--- src/rtl/gpio_pinmux_pkg.sv ---
package gpio_pinmux_pkg;

    typedef enum logic [2:0] {
        OWN_GPIO  = 3'd0,
        OWN_SPI_A = 3'd1,
        OWN_SPI_B = 3'd2,
        OWN_SCI_A = 3'd3,
        OWN_SCI_B = 3'd4
    } pin_owner_e;

    localparam logic ADDR_DATA = 1'b0;
    localparam logic ADDR_DIR  = 1'b1;

endpackage

--- src/rtl/gpio_port_regs.sv ---
module gpio_port_regs
    import gpio_pinmux_pkg::*;
#(
    parameter int PORT_W = 8
) (
    input  logic              clk,
    input  logic              rst_n,
    input  logic              reg_addr,
    input  logic              reg_wr_en,
    input  logic [PORT_W-1:0] reg_wdata,
    input  logic [PORT_W-1:0] pin_sync,
    output logic [PORT_W-1:0] reg_rdata,
    output logic [PORT_W-1:0] data_q,
    output logic [PORT_W-1:0] dir_q
);

    logic wr_data_sel;
    logic wr_dir_sel;

    assign wr_data_sel = reg_wr_en && (reg_addr == ADDR_DATA);
    assign wr_dir_sel  = reg_wr_en && (reg_addr == ADDR_DIR);

    always_ff @(posedge clk or negedge rst_n) begin
        if (!rst_n) begin
            data_q <= '0;
        end else if (wr_data_sel) begin
            data_q <= reg_wdata;
        end
    end

    always_ff @(posedge clk or negedge rst_n) begin
        if (!rst_n) begin
            dir_q <= '0;
        end else if (wr_dir_sel) begin
            dir_q <= reg_wdata;
        end
    end

    // Output bits read back the stored value, input bits read the synchronized pad.
    always_comb begin
        unique case (reg_addr)
            ADDR_DATA: reg_rdata = (dir_q & data_q) | (~dir_q & pin_sync);
            ADDR_DIR:  reg_rdata = dir_q;
            default:   reg_rdata = '0;
        endcase
    end

endmodule

--- src/rtl/gpio_input_sync.sv ---
module gpio_input_sync #(
    parameter int PORT_W      = 8,
    parameter int SYNC_STAGES = 2
) (
    input  logic              clk,
    input  logic              rst_n,
    input  logic [PORT_W-1:0] pin_in,
    output logic [PORT_W-1:0] pin_sync
);

    logic [PORT_W-1:0] stage_q [SYNC_STAGES];

    for (genvar s = 0; s < SYNC_STAGES; s++) begin : g_stage
        if (s == 0) begin : g_first
            always_ff @(posedge clk or negedge rst_n) begin
                if (!rst_n) stage_q[s] <= '0;
                else        stage_q[s] <= pin_in;
            end
        end else begin : g_next
            always_ff @(posedge clk or negedge rst_n) begin
                if (!rst_n) stage_q[s] <= '0;
                else        stage_q[s] <= stage_q[s-1];
            end
        end
    end

    assign pin_sync = stage_q[SYNC_STAGES-1];

endmodule

--- src/rtl/gpio_pin_arbiter.sv ---
module gpio_pin_arbiter
    import gpio_pinmux_pkg::*;
#(
    parameter int PORT_W   = 8,
    parameter int SCI_A_RX = 0,
    parameter int SCI_B_RX = 4,
    localparam int HALF_W  = PORT_W / 2
) (
    input  logic              spi_a_en,
    input  logic [HALF_W-1:0] spi_a_out,
    input  logic [HALF_W-1:0] spi_a_oe,
    input  logic              spi_b_en,
    input  logic [HALF_W-1:0] spi_b_out,
    input  logic [HALF_W-1:0] spi_b_oe,
    input  logic              sci_a_en,
    input  logic              sci_a_tx,
    input  logic              sci_b_en,
    input  logic              sci_b_tx,
    input  logic [PORT_W-1:0] data_q,
    input  logic [PORT_W-1:0] dir_q,
    output logic [PORT_W-1:0] pad_out,
    output logic [PORT_W-1:0] pad_oe
);

    pin_owner_e owner [PORT_W];

    for (genvar i = 0; i < PORT_W; i++) begin : g_pin
        localparam bit IN_SCI_A = (i == SCI_A_RX) || (i == SCI_A_RX + 1);
        localparam bit IN_SCI_B = (i == SCI_B_RX) || (i == SCI_B_RX + 1);
        localparam bit IS_TX    = (i == SCI_A_RX + 1) || (i == SCI_B_RX + 1);

        logic spi_val;
        logic spi_ena;

        // Ownership state of this pin, by fixed precedence.
        if (i >= HALF_W) begin : g_upper
            assign spi_val = spi_b_out[i-HALF_W];
            assign spi_ena = spi_b_oe[i-HALF_W];
            always_comb begin
                if (spi_b_en)                 owner[i] = OWN_SPI_B;
                else if (sci_b_en && IN_SCI_B) owner[i] = OWN_SCI_B;
                else if (sci_a_en && IN_SCI_A) owner[i] = OWN_SCI_A;
                else                          owner[i] = OWN_GPIO;
            end
        end else begin : g_lower
            assign spi_val = spi_a_out[i];
            assign spi_ena = spi_a_oe[i];
            always_comb begin
                if (spi_a_en)                 owner[i] = OWN_SPI_A;
                else if (sci_a_en && IN_SCI_A) owner[i] = OWN_SCI_A;
                else if (sci_b_en && IN_SCI_B) owner[i] = OWN_SCI_B;
                else                          owner[i] = OWN_GPIO;
            end
        end

        // Pad drive selected by the ownership state.
        always_comb begin
            unique case (owner[i])
                OWN_SPI_A, OWN_SPI_B: begin
                    pad_out[i] = spi_val;
                    pad_oe[i]  = spi_ena;
                end
                OWN_SCI_A: begin
                    pad_out[i] = IS_TX ? sci_a_tx : 1'b0;
                    pad_oe[i]  = IS_TX;
                end
                OWN_SCI_B: begin
                    pad_out[i] = IS_TX ? sci_b_tx : 1'b0;
                    pad_oe[i]  = IS_TX;
                end
                default: begin
                    pad_out[i] = data_q[i];
                    pad_oe[i]  = dir_q[i];
                end
            endcase
        end
    end

endmodule

--- src/rtl/gpio_pinmux_port.sv ---
module gpio_pinmux_port #(
    parameter int PORT_W      = 8,
    parameter int SYNC_STAGES = 2,
    localparam int HALF_W     = PORT_W / 2
) (
    input  logic              clk,
    input  logic              rst_n,
    input  logic              reg_addr,
    input  logic              reg_wr_en,
    input  logic [PORT_W-1:0] reg_wdata,
    output logic [PORT_W-1:0] reg_rdata,
    input  logic [PORT_W-1:0] pin_in,
    input  logic              spi_a_en,
    input  logic [HALF_W-1:0] spi_a_out,
    input  logic [HALF_W-1:0] spi_a_oe,
    input  logic              spi_b_en,
    input  logic [HALF_W-1:0] spi_b_out,
    input  logic [HALF_W-1:0] spi_b_oe,
    input  logic              sci_a_en,
    input  logic              sci_a_tx,
    input  logic              sci_b_en,
    input  logic              sci_b_tx,
    output logic [PORT_W-1:0] pad_out,
    output logic [PORT_W-1:0] pad_oe
);

    logic [PORT_W-1:0] pin_sync;
    logic [PORT_W-1:0] data_q;
    logic [PORT_W-1:0] dir_q;

    gpio_input_sync #(
        .PORT_W      (PORT_W),
        .SYNC_STAGES (SYNC_STAGES)
    ) u_sync (
        .clk      (clk),
        .rst_n    (rst_n),
        .pin_in   (pin_in),
        .pin_sync (pin_sync)
    );

    gpio_port_regs #(
        .PORT_W (PORT_W)
    ) u_regs (
        .clk       (clk),
        .rst_n     (rst_n),
        .reg_addr  (reg_addr),
        .reg_wr_en (reg_wr_en),
        .reg_wdata (reg_wdata),
        .pin_sync  (pin_sync),
        .reg_rdata (reg_rdata),
        .data_q    (data_q),
        .dir_q     (dir_q)
    );

    gpio_pin_arbiter #(
        .PORT_W   (PORT_W),
        .SCI_A_RX (0),
        .SCI_B_RX (HALF_W)
    ) u_arb (
        .spi_a_en  (spi_a_en),
        .spi_a_out (spi_a_out),
        .spi_a_oe  (spi_a_oe),
        .spi_b_en  (spi_b_en),
        .spi_b_out (spi_b_out),
        .spi_b_oe  (spi_b_oe),
        .sci_a_en  (sci_a_en),
        .sci_a_tx  (sci_a_tx),
        .sci_b_en  (sci_b_en),
        .sci_b_tx  (sci_b_tx),
        .data_q    (data_q),
        .dir_q     (dir_q),
        .pad_out   (pad_out),
        .pad_oe    (pad_oe)
    );

endmodule

--- config.mk ---
export PLATFORM = sky130hd
export DESIGN_NAME = gpio_pinmux_port
export DESIGN_NICKNAME = d
export VERILOG_FILES = /design/src/rtl/gpio_pinmux_pkg.sv /design/src/rtl/gpio_port_regs.sv /design/src/rtl/gpio_input_sync.sv /design/src/rtl/gpio_pin_arbiter.sv /design/src/rtl/gpio_pinmux_port.sv
export SDC_FILE = /design/constraint.sdc
export NUM_CORES = 1
export LEC_CHECK = 0
export ABC_CLOCK_PERIOD_IN_PS = 900
export BUFFER_PORTS_ARGS = -buffer_cell sky130_fd_sc_hd__buf_4
export CAP_MARGIN = 20
export CORE_MARGIN = 2
export CORE_UTILIZATION = 40
export CTS_BUF_LIST = sky130_fd_sc_hd__clkbuf_2
export DETAILED_ROUTE_END_ITERATION = 16
export PLACE_DENSITY_LB_ADDON = 0.12
export SLEW_MARGIN = 20
export SYNTH_ARGS = -nofsm -noshare
export SYNTH_HDL_FRONTEND = slang
export SYNTH_SLANG_ARGS = --single-unit
export TNS_END_PERCENT = 5
--- constraint.sdc ---
create_clock -name clk -period 0.9 [get_ports clk]
set_clock_uncertainty 0.15 [all_clocks]
set_input_delay 0.18 -clock clk [delete_from_list [all_inputs] [get_ports clk]]
set_output_delay 0.18 -clock clk [all_outputs]
set_load 0.1 [all_outputs]
==> Word level (Yosys, flattened, before mapping) <==
Cells that the tools add are included.
{ "word_totals": {"word_cells": 58, "regBits": 32, "output_inout_bits": 24} }
{ "op_classes": {"reduce_logical": 10, "muxes": 23, "eq_ne": 16, "bitwise_logic": 5} }
{ "op_table": {"columns": ["cell", "n"], "rows": [
  ["$pmux W1 S2", 14],
  ["$eq A3 B2 Y1 const B", 6],
  ["$and A8 B8 Y8", 2],
  ["$pmux W8 S2", 1],
  ["$reduce_or A2 Y1", 8],
  ["$eq A3 B1 Y1 const B", 3],
  ["$eq A3 B3 Y1 const B", 3],
  ["$mux W3", 3],
  ["$not A8 Y8", 1],
  ["$or A8 B8 Y8", 1],
  ["$pmux W1 S3", 2],
  ["$eq A1 B2 Y1 const B", 2],
  ["$mux W2", 2],
  ["$eq A1 B3 Y1 const B", 1],
  ["$logic_and A1 B1 Y1", 2],
  ["$eq A1 B1 Y1 const B", 1],
  ["$mux W1", 1],
  ["$not A1 Y1", 1]
]} }

==> Logic depth before layout (Yosys ltp) <==
Gate-level depths: netlist of run 1.
{ "depth": {"depth_word": 5, "ltp_mapped": 4} }

==> By module <==
A second synthesis of run 1 with hierarchy kept.
{ "unflattened": {"hier_cells": 113, "area_unflattened_um2": 1492.7} }
{ "by_module_without_submodules": {"columns": ["mod", "cells_per_inst", "area_each_um2", "seq_area_each_um2", "n_inst"], "rows": [
  ["gpio_port_regs", 61, 787.0, 400.4, 1],
  ["gpio_input_sync", 24, 460.4, 400.4, 1],
  ["gpio_pin_arbiter", 28, 245.2, 0.0, 1]
]} }

==> Least setup slack after synthesis of run 1 <==
No wires, ideal clock.
{ "synth_path": {"path_type": "input port to output port", "startpoint": "in reg_addr", "endpoint": "out reg_rdata[0]", "path_stages": 3, "path_slack_ps": -1959, "arrival_ps": 2529, "n_path_buf": 1, "path_cell_list": "buf_6 > nand2b_1 > o21ai_0"} }
{ "synth_via": {"elab_chain_cells": 2} }
{ "synth_lines": {"columns": ["item", "line_no", "rtl"], "rows": [
  ["start, declared", "gpio_pinmux_port.sv:8", "input logic reg_addr,"],
  ["$not A1 Y1", "gpio_port_regs.sv:41", "unique case (reg_addr)"],
  ["$pmux W8 S2 *", "gpio_port_regs.sv:41", null],
  ["end, declared", "gpio_pinmux_port.sv:11", "output logic [PORT_W-1:0] reg_rdata,"]
]} }
Every way passes the cells marked *; elsewhere a longest branch is shown, timed or not.

==> Final worst setup path of run 1 <==
{ "layout_path": {"startpoint": "reg u_regs.data_q[0]", "endpoint": "out pad_out[0]"} }
{ "layout_via": {"elab_chain_cells": 1} }
{ "layout_lines": {"columns": ["item", "line_no", "rtl"], "rows": [
  ["start, declared", "gpio_port_regs.sv:13", "output logic [PORT_W-1:0] data_q,"],
  ["start signal, assigned", "gpio_port_regs.sv:27", "data_q <= reg_wdata;"],
  ["$pmux W1 S2", "gpio_pin_arbiter.sv:58", "unique case (owner[i])"],
  ["end, declared", "gpio_pinmux_port.sv:23", "output logic [PORT_W-1:0] pad_out,"]
]} }
No other way between the ends.

==> results of run 1 <==
-- worst max-delay path by stage --
stage / startpoint / to / slack, ns
global placement: reg_addr / reg_rdata[4] / -0.43
global route: u_regs.dir_q[7] / pad_oe[7] / -0.80
finish: u_regs.data_q[0] / pad_out[0] / -0.75
CTS: u_regs.dir_q[7] / pad_oe[7] / -0.76
floorplan: reg_addr / reg_rdata[5] / -0.56
detailed placement: reg_addr / reg_rdata[4] / -0.44
-- worst max-delay path, stage by stage, from the launching register on --
cell	delay, ns
dfrtp_1	0.45
buf_6	0.13
a22o_4	0.21
buf_12	0.16
-- per-stage QoR --
| step | TNS, ns | instances | setup slack [ns] |
|---|---|---|---|
| floorplan | -12.65 | 105 | -0.564 |
| global placement | -13.85 | 222 | -0.434 |
| detailed placement | -14.19 | 222 | -0.444 |
| CTS | -18.63 | 240 | -0.764 |
| global route | -19.65 | 240 | -0.800 |
| finish | -18.00 | 240 | -0.745 |
-- kinds of logic (layout without fill, tap and decap cells) --
group           Yosys count  after routing  synth area share [%]
compound gates           24             24                  9.70
buf+inv                   5             94                  2.61
flops                    32             32                  57.5
mux                      26             26                  23.0
simple gates             18             18                  7.19
-- Yosys cell counts --
cell,number
nand2_2,1
dfrtp_1,32
mux2_4,8
buf_6,2
mux2i_1,2
nand2b_1,8
nor2_1,4
mux2_2,16
nor2b_4,1
buf_2,2
nand2_1,4
a22o_1,4
clkbuf_1,1
o21ai_1,2
o21ai_0,18
-- layer usage --
metal	vias to the layer above	GRT usage (%)
li1	546	-
met1	575	21.7
met2	43	37.1
met3	10	5.95
met4	0	6.11
met5	-	0
-- report_power, final --
| part | internal, mW | leakage [nW] | total (mW) | switching, mW |
|---|---|---|---|---|
| clock network | 0.453 | 0.0380 | 0.916 | 0.463 |
| registers | 1.59 | 0.368 | 1.74 | 0.154 |
| logic | 1.02 | 0.795 | 2.55 | 1.53 |
-- sequential cells by signal, indices dropped and copies added, names as in the netlist --
signal           count
u_regs.data_q        8
u_sync.pin_sync      8
u_sync.stage_q       8
u_regs.dir_q         8
-- cell type report --
| cell class | count | share of cell area [%] |
|---|---|---|
| multi-input combinational | 68 | 30.0 |
| tap | 46 | 2.20 |
| timing repair buffer | 86 | 34.5 |
| sequential | 32 | 30.9 |
| clock inverter | 3 | 1.44 |
| clock buffer | 5 | 0.957 |
-- repair_timing --
action | 4_1_cts | 5_1_grt
gates resized for setup | 69 | 22
endpoints found under the setup margin | 40 | 40
endpoints found under the hold margin | 56 | 16
pin swaps | 3 | 2
buffers inserted | 1 | 0
==> metrics.md, run 1 <==
| Metric | Value |
|---|---|
| Hold WC Path Type | `input pin to flip-flop` |
| # DRC | `0` |
| Detailed Route WL | `3.69 mm` |
| Register area | `808 µm²` |
| Fillers | `208` |
| Power Total | `5.21 mW` |
| Utilization after layout | `78.4%` |
| Initial detailed-routing violation count | `15` |
| Proportion of layout cells with a drive suffix above 1 | `73.2%` |
| Pin slew with the least headroom to its limit | `0.387 ns` |
| Arrival time worst endpoint | `1.32 ns` |
| Relative slew margins | `74.2%` |
| Total CTS buffers | `5` |
| RR Startpoint | `u_regs.data_q[5]` |
| CTS tree | `built` |
| CTS Buffer Depth | `2` |
| Wire per inst | `15.4 µm` |
| Crit path kind | `flip-flop to primary output` |
| Final worst path period share | `183%` |
| Critical Path RT | `0.57 ns` |
| DPL Wire Length | `2.43 mm` |
| CTS hold repair buffers | `9` |
| GRT overflow | `0` |
| Register area share after synthesis | `57.5%` |
| Yosys top cell by area | `dfrtp_1` |
| Status | `complete, but fails checks` |
| Die ar. | `3970 µm²` |
| Worst reg2reg path endpoint | `u_regs.data_q[5]` |
| Power per cell area | `1990 nW/µm²` |
| Setup Viol. Count Final | `40` |
| Syn avg cell area | `13.3 µm²` |
| WL met3 | `205 µm` |
| Internal reg-to-reg setup slack | `-0.28 ns` |
| M1 WL | `1.37 mm` |
| Hold endpoint | `u_regs.dir_q[4]` |
| Yosys warning total | `0` |
| Final instance area | `2620 µm²` |
| Final hold violations | `16` |
| Commonest non-fill, non-tap cell in the layout | `buf_4` |
| Starting Density | `41.7%` |
| Clock latency on the worst-skew pair | `0.36 ns` |
| Hold depth | `2` |
| Clk slew on worst S/H paths | `0.15 ns` |
| Gr usage total | `20.0%` |
| Crit. End Element | `primary output` |
| Final GP Congestion | `0.718` |
| Leak | `1.20 nW` |
| Die X | `63.0 µm` |
| Std-Cell Rows | `21` |
| Area Growth Syn to Fin | `87.8%` |
| Failing checks | `hold timing, setup timing` |
| Count of pins over their slew limit | `0` |
| Met2 wire length | `2.03 mm` |
| Die H | `63.0 µm` |
| Hold_ws | `-0.100 ns` |
| Port-buffer cells | `65` |
| Nets | `235` |
| Antenna fix cells | `0` |
| Reg2Reg Depth | `3` |
| Post-Syn Instances | `105` |
| Most frequent cells in the layout | `49 x buf_4, 26 x dfrtp_1, 16 x mux2_4, 13 x buf_12, 12 x o21ai_4` |
| Placement Cell Area | `2140 µm²` |
| Max_cap viols | `0` |
| Largest net degree at the start of global routing | `33` |
| Max Clk Rate | `608 MHz` |
| Synth unique cells | `15` |
| Clock sinks | `32` |
| Vias in the first global route | `1,282` |
| Synth top area cells | `dfrtp_1 58%, mux2_2 13%, mux2_4 8.6%, o21ai_0 6.5%, nand2b_1 3.6%` |
| Hold_sp | `reg_wdata[4]` |
| Synthesized cell area | `1390 µm²` |
| First-pass GRT wire length | `6.05 mm` |
| Setup ws final | `-0.745 ns` |
| Max Used Layer | `met4` |
| Unrepaired setup endpoints after global routing | `true` |
| Flops & latches, synth | `32` |
| Worst-path fanout max | `3` |
| Multi-input gate area | `785 µm²` |
| IO Pins | `66` |
| Mapped Nets | `147` |
| Drt pass-1 iters | `3` |
| Vias after detailed routing | `1,174` |
| Vias per inst | `4.89` |
| Post-route ant nets | `0` |
| Initial antenna violation count | `0` |
| Startpoint Class | `flip-flop` |
| Core box area | `3340 µm²` |
| Root Driver | `clkbuf_2` |
| Worst IR Drop VDD | `1270 µV` |
| Top cell type's share of synthesized area | `57.5%` |
| Final Critical Period | `1.65 ns` |
| CTS H-tree depth | `2` |
No activity file was read; power rests on OpenSTA's default activity.
==> run 2, diff against run 1 <==
--- a/config.mk
+++ b/config.mk
@@ -5,6 +5,7 @@
 export SDC_FILE = /design/constraint.sdc
 export NUM_CORES = 1
 export LEC_CHECK = 0
+export ABC_AREA = 1
 export ABC_CLOCK_PERIOD_IN_PS = 900
 export BUFFER_PORTS_ARGS = -buffer_cell sky130_fd_sc_hd__buf_4
 export CAP_MARGIN = 20
==> metrics.md, run 2 <==
| Metric | Value |
|---|---|
| Status | `complete, but fails checks` |
| Failing checks | `setup timing` |
| Post-route ant nets | `0` |
| Post-synth ARST share | `100%` |
| Die ar. | `3980 µm²` |
| Synth cell count leaders | `82 x nand2_1, 32 x dfrtp_1, 18 x nand3_1` |
| Pin slew with the least headroom to its limit | `0.392 ns` |
| Vias per inst | `4.88` |
| Worst-path fanout max | `3` |
| Worst IR Drop VDD | `898 µV` |
| Nets | `322` |
| Arrival time worst endpoint | `1.28 ns` |
| Die X | `63.1 µm` |
| Port-buffer cells | `65` |
| Core box area | `3340 µm²` |
| Multi-input gate area | `684 µm²` |
| Proportion of layout cells with a drive suffix above 1 | `49.6%` |
| Power Total | `4.61 mW` |
| Antenna fix cells | `0` |
| Clock sinks | `32` |
| Placement Cell Area | `2240 µm²` |
| Max_cap viols | `0` |
| First-pass GRT wire length | `7.62 mm` |
| Vias after detailed routing | `1,590` |
| IO Pins | `66` |
| Root Driver | `clkbuf_2` |
| Pint | `2.63 mW` |
| Setup ws final | `-0.707 ns` |
| Number of buffers and inverters on the critical path | `3` |
| XOR/XNOR Fraction of Synth Area | `0%` |
| Final instance area | `2780 µm²` |
| Wire per inst | `14.0 µm` |
| Yosys warning total | `0` |
| Vias in the first global route | `1,694` |
| CTS H-tree depth | `2` |
| Die H | `63.1 µm` |
| Setup TNS Final | `-14.94 ns` |
| Most frequent cell after synthesis | `nand2_1` |
| Crit-path max cell delay | `0.44 ns` |
| Post-Synth Simple-Gate Area | `31.8%` |
| Most frequent cells in the layout | `61 x nand2_1, 60 x buf_4, 32 x dfrtp_1, 20 x buf_12, 19 x nand2_2` |
| Setup Viol. Count Final | `32` |
| Final Critical Period | `1.61 ns` |
| Largest net degree at the start of global routing | `33` |
| Synthesized cell area | `1400 µm²` |
| Crit. End Element | `primary output` |
| Total CTS buffers | `5` |
| Adder-cell share of the synthesized area | `0%` |
| Synth top area cells | `dfrtp_1 57%, nand2_1 22%, nand3_1 6.5%, o21ai_0 3.6%, inv_1 2.7%` |
| Synth unique cells | `15` |
| Register area share after synthesis | `57.3%` |
| Fillers | `190` |
| EDFF count, synth | `0` |
| Post-Syn Instances | `170` |
| Initial antenna violation count | `0` |
| Max Clk Rate | `622 MHz` |
| Drt pass-1 iters | `4` |
| Critical Path RT | `0.57 ns` |
| Switching power total | `1.97 mW` |
| Hold_ws | `0.0725 ns` |
| Syn avg cell area | `8.21 µm²` |
| CP delay by family, top | `flip-flops` |
| Power per cell area | `1660 nW/µm²` |
| DPL Wire Length | `3.02 mm` |
| Clk network pwr share | `13.1%` |
| Post-synthesis compound-gate area fraction | `5.02%` |
| Startpoint Class | `flip-flop` |
| Yosys top cell by area | `dfrtp_1` |
| Ys flop type | `dfrtp_1` |
| Relative slew margins | `73.9%` |
| Final GP Congestion | `0.758` |
| Leak | `1.41 nW` |
| Sequential share of power | `36.1%` |
| Unrepaired setup endpoints after global routing | `true` |
| Hold WC Path Type | `input pin to flip-flop` |
| Clock latency on the worst-skew pair | `0.32 ns` |
| Std-Cell Rows | `21` |
| Top cell type's share of synthesized area | `57.3%` |
| Final worst path period share | `179%` |
| Detailed Route WL | `4.58 mm` |
| Register area | `801 µm²` |
| # DRC | `0` |
| Starting Density | `41.8%` |
| Gr usage total | `24.9%` |
| Gate power share | `50.8%` |
| CTS Buffer Depth | `2` |
| Count of pins over their slew limit | `0` |
| Initial detailed-routing violation count | `83` |
| Clk slew on worst S/H paths | `0.16 ns` |
| GRT overflow | `0` |
| CP Cell Sequence | `inv_2, buf_6, o21ai_4, buf_12` |
| Mapped Nets | `212` |
| Crit path max-delay cell type | `dfrtp_1` |
| Net Sw Frac | `42.9%` |
| Flops & latches, synth | `32` |
| Largest family of logic cells by synthesized area | `simple AND/OR/NAND/NOR gates` |
| CTS tree | `built` |
| Crit path kind | `flip-flop to primary output` |
| Area Growth Syn to Fin | `98.9%` |
| Commonest non-fill, non-tap cell in the layout | `nand2_1` |
| Post-synthesis mux area share | `0%` |
| Final hold violations | `0` |
[run 2: per-layer routing]
layer / track usage [%] / share of wire, % / wire length, µm
met1: 31.1 / 40 / 1840
met5: 0 / 0 / 0
met3: 5.18 / 3.1 / 143
met2: 43.9 / 55 / 2530
met4: 6.11 / 1.4 / 63
[run 2: worst reg2reg max path: stages, from the launching register on]
cell and delay [ns]:
dfrtp_1 0.44, buf_6 0.13, nand2_2 0.06, nand2_2 0.04
[run 2: cell type report]
cell class,count,area share [%]
Clock inverter,2,0.270
Tap cell,46,2.07
Timing Repair Buffer,108,41.8
Multi-Input combinational cell,123,24.6
Clock buffer,5,0.901
Inverter,10,1.53
Sequential cell,32,28.8
[run 2: cell families (layout without fill, tap and decap cells)]
kind of cell    count (synthesis)  in the layout
simple gates                  109            109
flops                          32             32
buf+inv                        15            125
compound gates                 14             14
[run 2: final timing paths]
path,slack (ns),cells past startpoint,from,to
worst max-delay path,-0.71,4,u_regs.dir_q[7],pad_oe[7]
worst min-delay path,0.07,4,reg_wr_en,u_regs.data_q[7]
worst max register to register,0,3,u_regs.data_q[3],u_regs.data_q[3]
worst min register to register,0.21,0,u_sync.stage_q[15],u_sync.pin_sync[7]
max in group asynchronous,0.16,2,rst_n,u_sync.stage_q[9]
min in group asynchronous,0.14,2,rst_n,u_regs.dir_q[7]
[run 2: what timing repair did]
item	in CTS	in global routing
setup buffers	0	0
setup endpoints to repair	26	29
hold buffers	17	0
resized for setup	70	19
endpoints found under the hold margin	56	0
pin swaps	4	7
[run 2: power by group through the flow]
stage               clock, mW  combinational, mW  sequential (mW)
CTS                     0.620               2.26             1.65
floorplan                   0               1.32             1.65
finish                  0.602               2.34             1.66
detailed placement          0               1.86             1.68
global route            0.725               2.44             1.68
global placement            0               1.84             1.66
[run 2: metrics by stage]
stage,cells,worst slack (ns),utilization [%]
floorplan,170,-0.390,-
global placement,302,-0.464,67.2
detailed placement,302,-0.524,67.2
CTS,326,-0.720,81.4
global route,326,-0.811,83.2
finish,326,-0.707,83.2
